## config.mk

```make
export PLATFORM = sky130hd
export DESIGN_NAME = skew_clock_gen
export DESIGN_NICKNAME = d
export VERILOG_FILES = /design/src/rtl/skew_pkg.sv /design/src/rtl/skew_phase_counter.sv /design/src/rtl/skew_ref_sync.sv /design/src/rtl/skew_pair_out.sv /design/src/rtl/skew_clock_gen.sv
export SDC_FILE = /design/constraint.sdc
export NUM_CORES = 1
export LEC_CHECK = 0
export BUFFER_PORTS_ARGS = -buffer_cell sky130_fd_sc_hd__buf_4
export CAP_MARGIN = 20
export CORE_ASPECT_RATIO = 0.6
export CORE_MARGIN = 2
export CORE_UTILIZATION = 35
export CTS_CLUSTER_DIAMETER = 120
export DETAILED_ROUTE_END_ITERATION = 16
export PLACE_DENSITY_LB_ADDON = 0.05
export SLEW_MARGIN = 20
export SYNTH_ARGS = -nofsm -noshare
export SYNTH_HDL_FRONTEND = slang
export SYNTH_SLANG_ARGS = --single-unit
```

## constraint.sdc

```tcl
create_clock -name clk_i -period 11.5 [get_ports clk_i]
set_input_delay 2.3 -clock clk_i [delete_from_list [all_inputs] [get_ports clk_i]]
set_output_delay 2.3 -clock clk_i [all_outputs]
set_load 0.01 [all_outputs]
```

## src/rtl/skew_pkg.sv

```systemverilog
package skew_pkg;

  localparam int NUM_PAIRS = 4;

  localparam int KIND_FINE = 0;
  localparam int KIND_DIV4 = 1;
  localparam int KIND_INV  = 2;

  typedef enum logic [1:0] {
    FN_SKEW = 2'd0,
    FN_DIV2 = 2'd1,
    FN_DIV4 = 2'd2,
    FN_INV  = 2'd3
  } pair_fn_e;

  typedef struct packed {
    pair_fn_e    fn;
    logic [3:0]  skew;  // two's complement time units
  } pair_cfg_t;

  // 11 folds onto MID
  function automatic logic [1:0] tern_lvl(input logic [1:0] v);
    case (v)
      2'b00:   tern_lvl = 2'd0;
      2'b10:   tern_lvl = 2'd2;
      default: tern_lvl = 2'd1;
    endcase
  endfunction

  function automatic pair_cfg_t decode_sel(input logic [3:0] code, input int kind);
    pair_cfg_t r;
    int idx;
    idx    = 3 * int'(tern_lvl(code[3:2])) + int'(tern_lvl(code[1:0]));
    r.fn   = FN_SKEW;
    r.skew = 4'(idx - 4);
    if (kind != KIND_FINE) begin
      if (idx == 0) begin
        r.fn   = FN_DIV2;
        r.skew = 4'd0;
      end else if (idx == 8) begin
        r.fn   = (kind == KIND_DIV4) ? FN_DIV4 : FN_INV;
        r.skew = 4'd0;
      end else begin
        r.skew = 4'(2 * (idx - 4));
      end
    end
    return r;
  endfunction

endpackage

```

## src/rtl/skew_phase_counter.sv

```systemverilog
module skew_phase_counter
  import skew_pkg::*;
#(
  parameter int N_LOW  = 44,
  parameter int N_MID  = 26,
  parameter int N_HIGH = 16,
  parameter int CNT_W  = $clog2(N_LOW)
) (
  input  logic             clk_i,
  input  logic             rst_ni,
  input  logic [1:0]       range_sel_i,
  output logic [CNT_W-1:0] cnt_o,
  output logic [CNT_W-1:0] n_o,
  output logic             init_o,
  output logic             load_o,
  output logic             wrap_o,
  output logic             period_start_o
);

  logic [CNT_W-1:0] cnt_q, n_q, n_sel;
  logic             init_q, ps_q, wrap, load;

  always_comb begin
    case (tern_lvl(range_sel_i))
      2'd0:    n_sel = CNT_W'(N_LOW);
      2'd2:    n_sel = CNT_W'(N_HIGH);
      default: n_sel = CNT_W'(N_MID);
    endcase
  end

  assign wrap = !init_q && (cnt_q == n_q - 1'b1);
  assign load = init_q || wrap;

  always_ff @(posedge clk_i or negedge rst_ni) begin
    if (!rst_ni) begin
      cnt_q  <= '0;
      n_q    <= CNT_W'(N_LOW);
      init_q <= 1'b1;
      ps_q   <= 1'b0;
    end else begin
      ps_q   <= !init_q && (cnt_q == '0);
      init_q <= 1'b0;
      if (load) begin
        cnt_q <= '0;
        n_q   <= n_sel;
      end else begin
        cnt_q <= cnt_q + 1'b1;
      end
    end
  end

  assign cnt_o          = cnt_q;
  assign n_o            = n_q;
  assign init_o         = init_q;
  assign load_o         = load;
  assign wrap_o         = wrap;
  assign period_start_o = ps_q;


  cnt_in_range_chk: assert property (@(posedge clk_i) disable iff (!rst_ni)
    cnt_q < n_q);

  n_hold_chk: assert property (@(posedge clk_i) disable iff (!rst_ni)
    !load |=> $stable(n_q));

  strobe_phase_chk: assert property (@(posedge clk_i) disable iff (!rst_ni)
    ps_q |-> (cnt_q == CNT_W'(1)));

  wrap_to_zero_chk: assert property (@(posedge clk_i) disable iff (!rst_ni)
    wrap |=> (cnt_q == '0));

endmodule

```

## src/rtl/skew_ref_sync.sv

```systemverilog
module skew_ref_sync (
  input  logic clk_i,
  input  logic rst_ni,
  input  logic ref_i,
  output logic lvl_o,
  output logic rise_o
);

  logic s1_q, s2_q;

  always_ff @(posedge clk_i or negedge rst_ni) begin
    if (!rst_ni) begin
      s1_q <= 1'b0;
      s2_q <= 1'b0;
    end else begin
      s1_q <= ref_i;
      s2_q <= s1_q;
    end
  end

  assign lvl_o  = s2_q;
  // edge seen one stage early so divided outputs align with plain ones
  assign rise_o = s1_q && !s2_q;


  rise_then_high_chk: assert property (@(posedge clk_i) disable iff (!rst_ni)
    rise_o |=> lvl_o);

endmodule

```

## src/rtl/skew_pair_out.sv

```systemverilog
module skew_pair_out
  import skew_pkg::*;
#(
  parameter int KIND  = KIND_FINE,
  parameter int CNT_W = 6
) (
  input  logic             clk_i,
  input  logic             rst_ni,
  input  logic [CNT_W-1:0] cnt_i,
  input  logic [CNT_W-1:0] n_i,
  input  logic             init_i,
  input  logic             load_i,
  input  logic             wrap_i,
  input  logic             bypass_i,
  input  logic             ref_lvl_i,
  input  logic             ref_rise_i,
  input  logic [3:0]       code_i,
  output logic             out_o
);

  localparam int DW = CNT_W + 2;

  logic [3:0]           code_q;
  logic [1:0]           div_q;
  logic                 out_q, evt, skew_lvl, base, nxt;
  pair_cfg_t            cfg;
  logic signed [DW-1:0] sk_ext, diff, ph, n_s, half_s;

  assign cfg = bypass_i ? decode_sel(code_i, KIND) : decode_sel(code_q, KIND);
  assign evt = bypass_i ? ref_rise_i : wrap_i;

  always_comb begin
    sk_ext = {{(DW-4){cfg.skew[3]}}, cfg.skew};
    n_s    = {2'b00, n_i};
    half_s = {3'b000, n_i[CNT_W-1:1]};
    diff   = {2'b00, cnt_i} - sk_ext;
    if (diff[DW-1])        ph = diff + n_s;
    else if (diff >= n_s)  ph = diff - n_s;
    else                   ph = diff;
    skew_lvl = ph < half_s;
    base     = bypass_i ? ref_lvl_i : skew_lvl;
    case (cfg.fn)
      FN_DIV2: nxt = div_q[0];
      FN_DIV4: nxt = div_q[1];
      FN_INV:  nxt = !base;
      default: nxt = base;
    endcase
  end

  always_ff @(posedge clk_i or negedge rst_ni) begin
    if (!rst_ni) begin
      code_q <= 4'b0101;
      div_q  <= '0;
      out_q  <= 1'b0;
    end else begin
      if (load_i) code_q <= code_i;
      if (evt)    div_q  <= div_q + 1'b1;
      out_q <= init_i ? 1'b0 : nxt;
    end
  end

  assign out_o = out_q;


  code_hold_chk: assert property (@(posedge clk_i) disable iff (!rst_ni)
    !load_i |=> $stable(code_q));

  div_hold_chk: assert property (@(posedge clk_i) disable iff (!rst_ni)
    !evt |=> $stable(div_q));

  init_quiet_chk: assert property (@(posedge clk_i) disable iff (!rst_ni)
    init_i |=> !out_q);

endmodule

```

## src/rtl/skew_clock_gen.sv

```systemverilog
module skew_clock_gen
  import skew_pkg::*;
#(
  parameter int N_LOW  = 44,
  parameter int N_MID  = 26,
  parameter int N_HIGH = 16
) (
  input  logic                   clk_i,
  input  logic                   rst_ni,
  input  logic [1:0]             range_sel_i,
  input  logic [4*NUM_PAIRS-1:0] fsel_i,
  input  logic [1:0]             test_i,
  input  logic                   ref_i,
  output logic [2*NUM_PAIRS-1:0] clk_o,
  output logic                   period_start_o
);

  localparam int CNT_W = $clog2(N_LOW);

  logic [CNT_W-1:0] cnt, n;
  logic             init, load, wrap, ref_lvl, ref_rise, bypass;

  assign bypass = (test_i != 2'b00);

  skew_phase_counter #(
    .N_LOW (N_LOW),
    .N_MID (N_MID),
    .N_HIGH(N_HIGH),
    .CNT_W (CNT_W)
  ) u_cnt (
    .clk_i         (clk_i),
    .rst_ni        (rst_ni),
    .range_sel_i   (range_sel_i),
    .cnt_o         (cnt),
    .n_o           (n),
    .init_o        (init),
    .load_o        (load),
    .wrap_o        (wrap),
    .period_start_o(period_start_o)
  );

  skew_ref_sync u_ref (
    .clk_i (clk_i),
    .rst_ni(rst_ni),
    .ref_i (ref_i),
    .lvl_o (ref_lvl),
    .rise_o(ref_rise)
  );

  for (genvar g = 0; g < NUM_PAIRS; g++) begin : g_pair
    localparam int KIND = (g < 2) ? KIND_FINE : ((g == 2) ? KIND_DIV4 : KIND_INV);
    logic out;

    skew_pair_out #(
      .KIND (KIND),
      .CNT_W(CNT_W)
    ) u_pair (
      .clk_i     (clk_i),
      .rst_ni    (rst_ni),
      .cnt_i     (cnt),
      .n_i       (n),
      .init_i    (init),
      .load_i    (load),
      .wrap_i    (wrap),
      .bypass_i  (bypass),
      .ref_lvl_i (ref_lvl),
      .ref_rise_i(ref_rise),
      .code_i    (fsel_i[4*g +: 4]),
      .out_o     (out)
    );

    assign clk_o[2*g]   = out;
    assign clk_o[2*g+1] = out;
  end

endmodule

```

==> flow_summary.yaml <==
synthesis:
  yosysWarnings: 0
  yosysMostFrequentCell: "ha_1"
  synthDominantCellAreaShare: 0.214
  synth_nets: 936
  syn_avg_cell_area_um2: 8.46
  synth_cell_types: 83
  ys_top_cells_by_count: "ha_1 (113), inv_1 (64), nor2_1 (61)"
  synth_area_um2: 6600
  yosys_register_bits: 37
  synth_top_flop_cell: "dfrtp_1"
  synthCells: 780
  ys_top_cells_by_area: "ha_1 (21%), dfrtp_1 (9.9%), fa_1 (6.1%)"
  async_flop_share: 1.00
  synth-seq-area-share: 0.142
  synth_enable_flop_cells: 0
  synth_top_cell_by_area: "ha_1"
clock_tree:
  holdBufCountCts: 0
  htree_levels: 2
  numCtsBuffers: 5
  cts_tree: "done"
  clk_pin_slew_worst_paths_ns: 0.07
  post-cts-setup-buffers: 0
  cts_sinks: 37
  insertion_delay_ns: 0.29
  cts_resized: 0
  cts_root_buf: "clkbuf_16"
  cts_buffer_depth: 2
die:
  die_w_um: 181
  die_y_um: 110
  start_util: 0.361
  io_pins: 32
  num_rows: 38
  dieArea_um2: 20000
  core_um2: 18300
detailed_routing:
  vias_per_cell: 5.44
  num_vias: 5561
  routedWlPerCell_um: 17.6
  postRouteAntennaNets: 0
  drt_iter0_drc: 355
  dr.pass1.iters: 5
  wirelength_um: 18000
  drc: 0
placement:
  io_buffers: 31
  dpl.hpwl_um: 14300
  gp_congestion: 0.870
worst_setup_path:
  crit_top_cell: "ha_1"
  cpMaxStageDelayCell: "a2111oi_0"
  worstSetupStartpointType: "primary input"
  critPathKind: "primary input to flip-flop"
  crit_path_end_kind: "flip-flop"
  cp_max_fo: 6
  cp_slowest_stage_delay_ns: 0.64
  reg2reg_setup_slack_ns: 4.67
  crit_required_ns: 11.68
  cp.arrival_ns: 8.71
finish:
  diodes: 0
  final_nets: 938
  drive_gt1_frac: 0.140
  fin_util: 0.391
  n_fill_cell: 1815
  area_growth_syn_to_layout_pct: 8.17
grt:
  antenna_found_initial: 0
  grt_overflow: 0
  grt_pass1_vias: 5342
  grt_pass1_wl_um: 28900
  grt_max_degree: 38
  grt_usage: 0.185
sta:
  worstMarginPinSlew_ns: 0.914
  slew-limit-headroom: 0.389
  finalCritPeriodShare: 0.742
  max_freq_ghz: 0.117
  tns_ns: 0
  setup_violations: 0
  slew_viol_final: 0
  grt_setup_unrepaired: "no"
  final-hold-violation-count: 0
  skew_ns: 0.00879
  period_needed_ns: 8.53
pwr:
  ir_worst_vdd_mv: 0.0794
  p_per_area_nw_per_um2: 173
  p_leak_uw: 0.00321
run_status:
  status: "completed"
min_path:
  hp-class: "flip-flop to flip-flop"
job:
  maxCapViolCount: 0
state kept, by name, indices dropped and copies added, names as in the netlist:
| name | flops |
|---|---|
| u_ref.s1_q | 1 |
| g_pair.u_pair.out_o | 4 |
| u_cnt.period_start_o | 1 |
| u_ref.lvl_o | 1 |
| u_cnt.cnt_o | 6 |
| g_pair.u_pair.code_q | 16 |
| u_cnt.n_o | 4 |
| u_cnt.init_o | 1 |
| g_pair.u_pair.div_q | 3 |
cell type report:
cell class | count | area, µm² | area share
Clock buffer | 5 | 125 | 0.0175
Multi-Input combinational cell | 637 | 5190 | 0.727
Inverter | 65 | 244 | 0.0342
Sequential cell | 37 | 940 | 0.132
Clock inverter | 3 | 68.8 | 0.00964
Timing Repair Buffer | 36 | 270 | 0.0379
Tap cell | 240 | 300 | 0.0421
logic make-up (layout without fill, tap and decap cells):
group / after synthesis / count (layout) / synth area share
AOI/OAI and AO/OA: 196 / 196 / 0.209
xor gates and xnor gates: 37 / 37 / 0.0520
adders and majority gates: 133 / 133 / 0.275
buffers and inverters: 106 / 109 / 0.0715
DFF: 37 / 37 / 0.142
muxes: 33 / 33 / 0.0601
other: 1 / 1 / 0.000568
and+or+nand+nor: 237 / 237 / 0.190
where the power goes:
| group | total [µW] | internal, µW | switching, µW | leakage (µW) |
|---|---|---|---|---|
| combinational | 868 | 370 | 498 | 0.00268 |
| sequential | 175 | 151 | 23.4 | 0.000434 |
| clock | 190 | 125 | 64.4 | 0.0000944 |
| total | 1230 | 647 | 585 | 0.00321 |
routing by layer:
layer  global-route usage  share of wire  vias to the layer above
met5                    0              0                        -
met4               0.0325         0.0093                        0
met3               0.0250          0.035                       14
met2                0.282           0.41                      132
met1                0.280           0.54                     2652
li1                     -              -                     2763
through the flow:
step	cells	setup WS, ns	instance area, µm²	power [µW]	hold slack (ns)
finish	1023	2.97	7140	1230	0.381
global route	1023	2.44	7140	1360	0.389
CTS	1023	3.06	7140	1230	0.387
detailed placement	1015	2.79	6940	1030	0.371
global placement	1015	3.02	6940	1030	0.370
floorplan	780	3.93	6600	841	0.354
worst paths after layout:
kind | start | end | depth (start not counted)
min reg2reg | u_ref.s1_q | u_ref.lvl_o | 0
min | u_ref.s1_q | u_ref.lvl_o | 0
max reg2reg | g_pair[3].u_pair.code_q[3] | g_pair[3].u_pair.out_o | 28
max | fsel_i[14] | g_pair[3].u_pair.out_o | 29
max in group asynchronous | rst_ni | g_pair[0].u_pair.code_q[2] | 1
min in group asynchronous | rst_ni | g_pair[2].u_pair.out_o | 1
critical path: cells and delay by family:
family / cells / cell delay, ns
buf+inv: 4 / 0.45
mux: 1 / 0.08
compound gates: 14 / 3.22
simple gates: 4 / 0.76
fa+ha+maj: 6 / 1.92
cells in the final DEF, fill, tap and decap left out, drive strengths merged, types with 7 or more instances in the layout:
| cell | instances |
|---|---|
| nand3 | 10 |
| nand2b | 25 |
| o21ai | 37 |
| nor2b | 26 |
| xor2 | 12 |
| nor2 | 64 |
| a21oi | 55 |
| or2 | 12 |
| fa | 20 |
| inv | 66 |
| dfrtp | 26 |
| mux2i | 13 |
| o21a | 7 |
| mux2 | 20 |
| ha | 113 |
| nand2 | 41 |
| buf | 36 |
| o21bai | 7 |
| a21o | 10 |
| xnor2 | 25 |
| nand3b | 7 |
| nor3 | 16 |
| dfstp | 11 |
No activity file was read; power rests on OpenSTA's default activity.
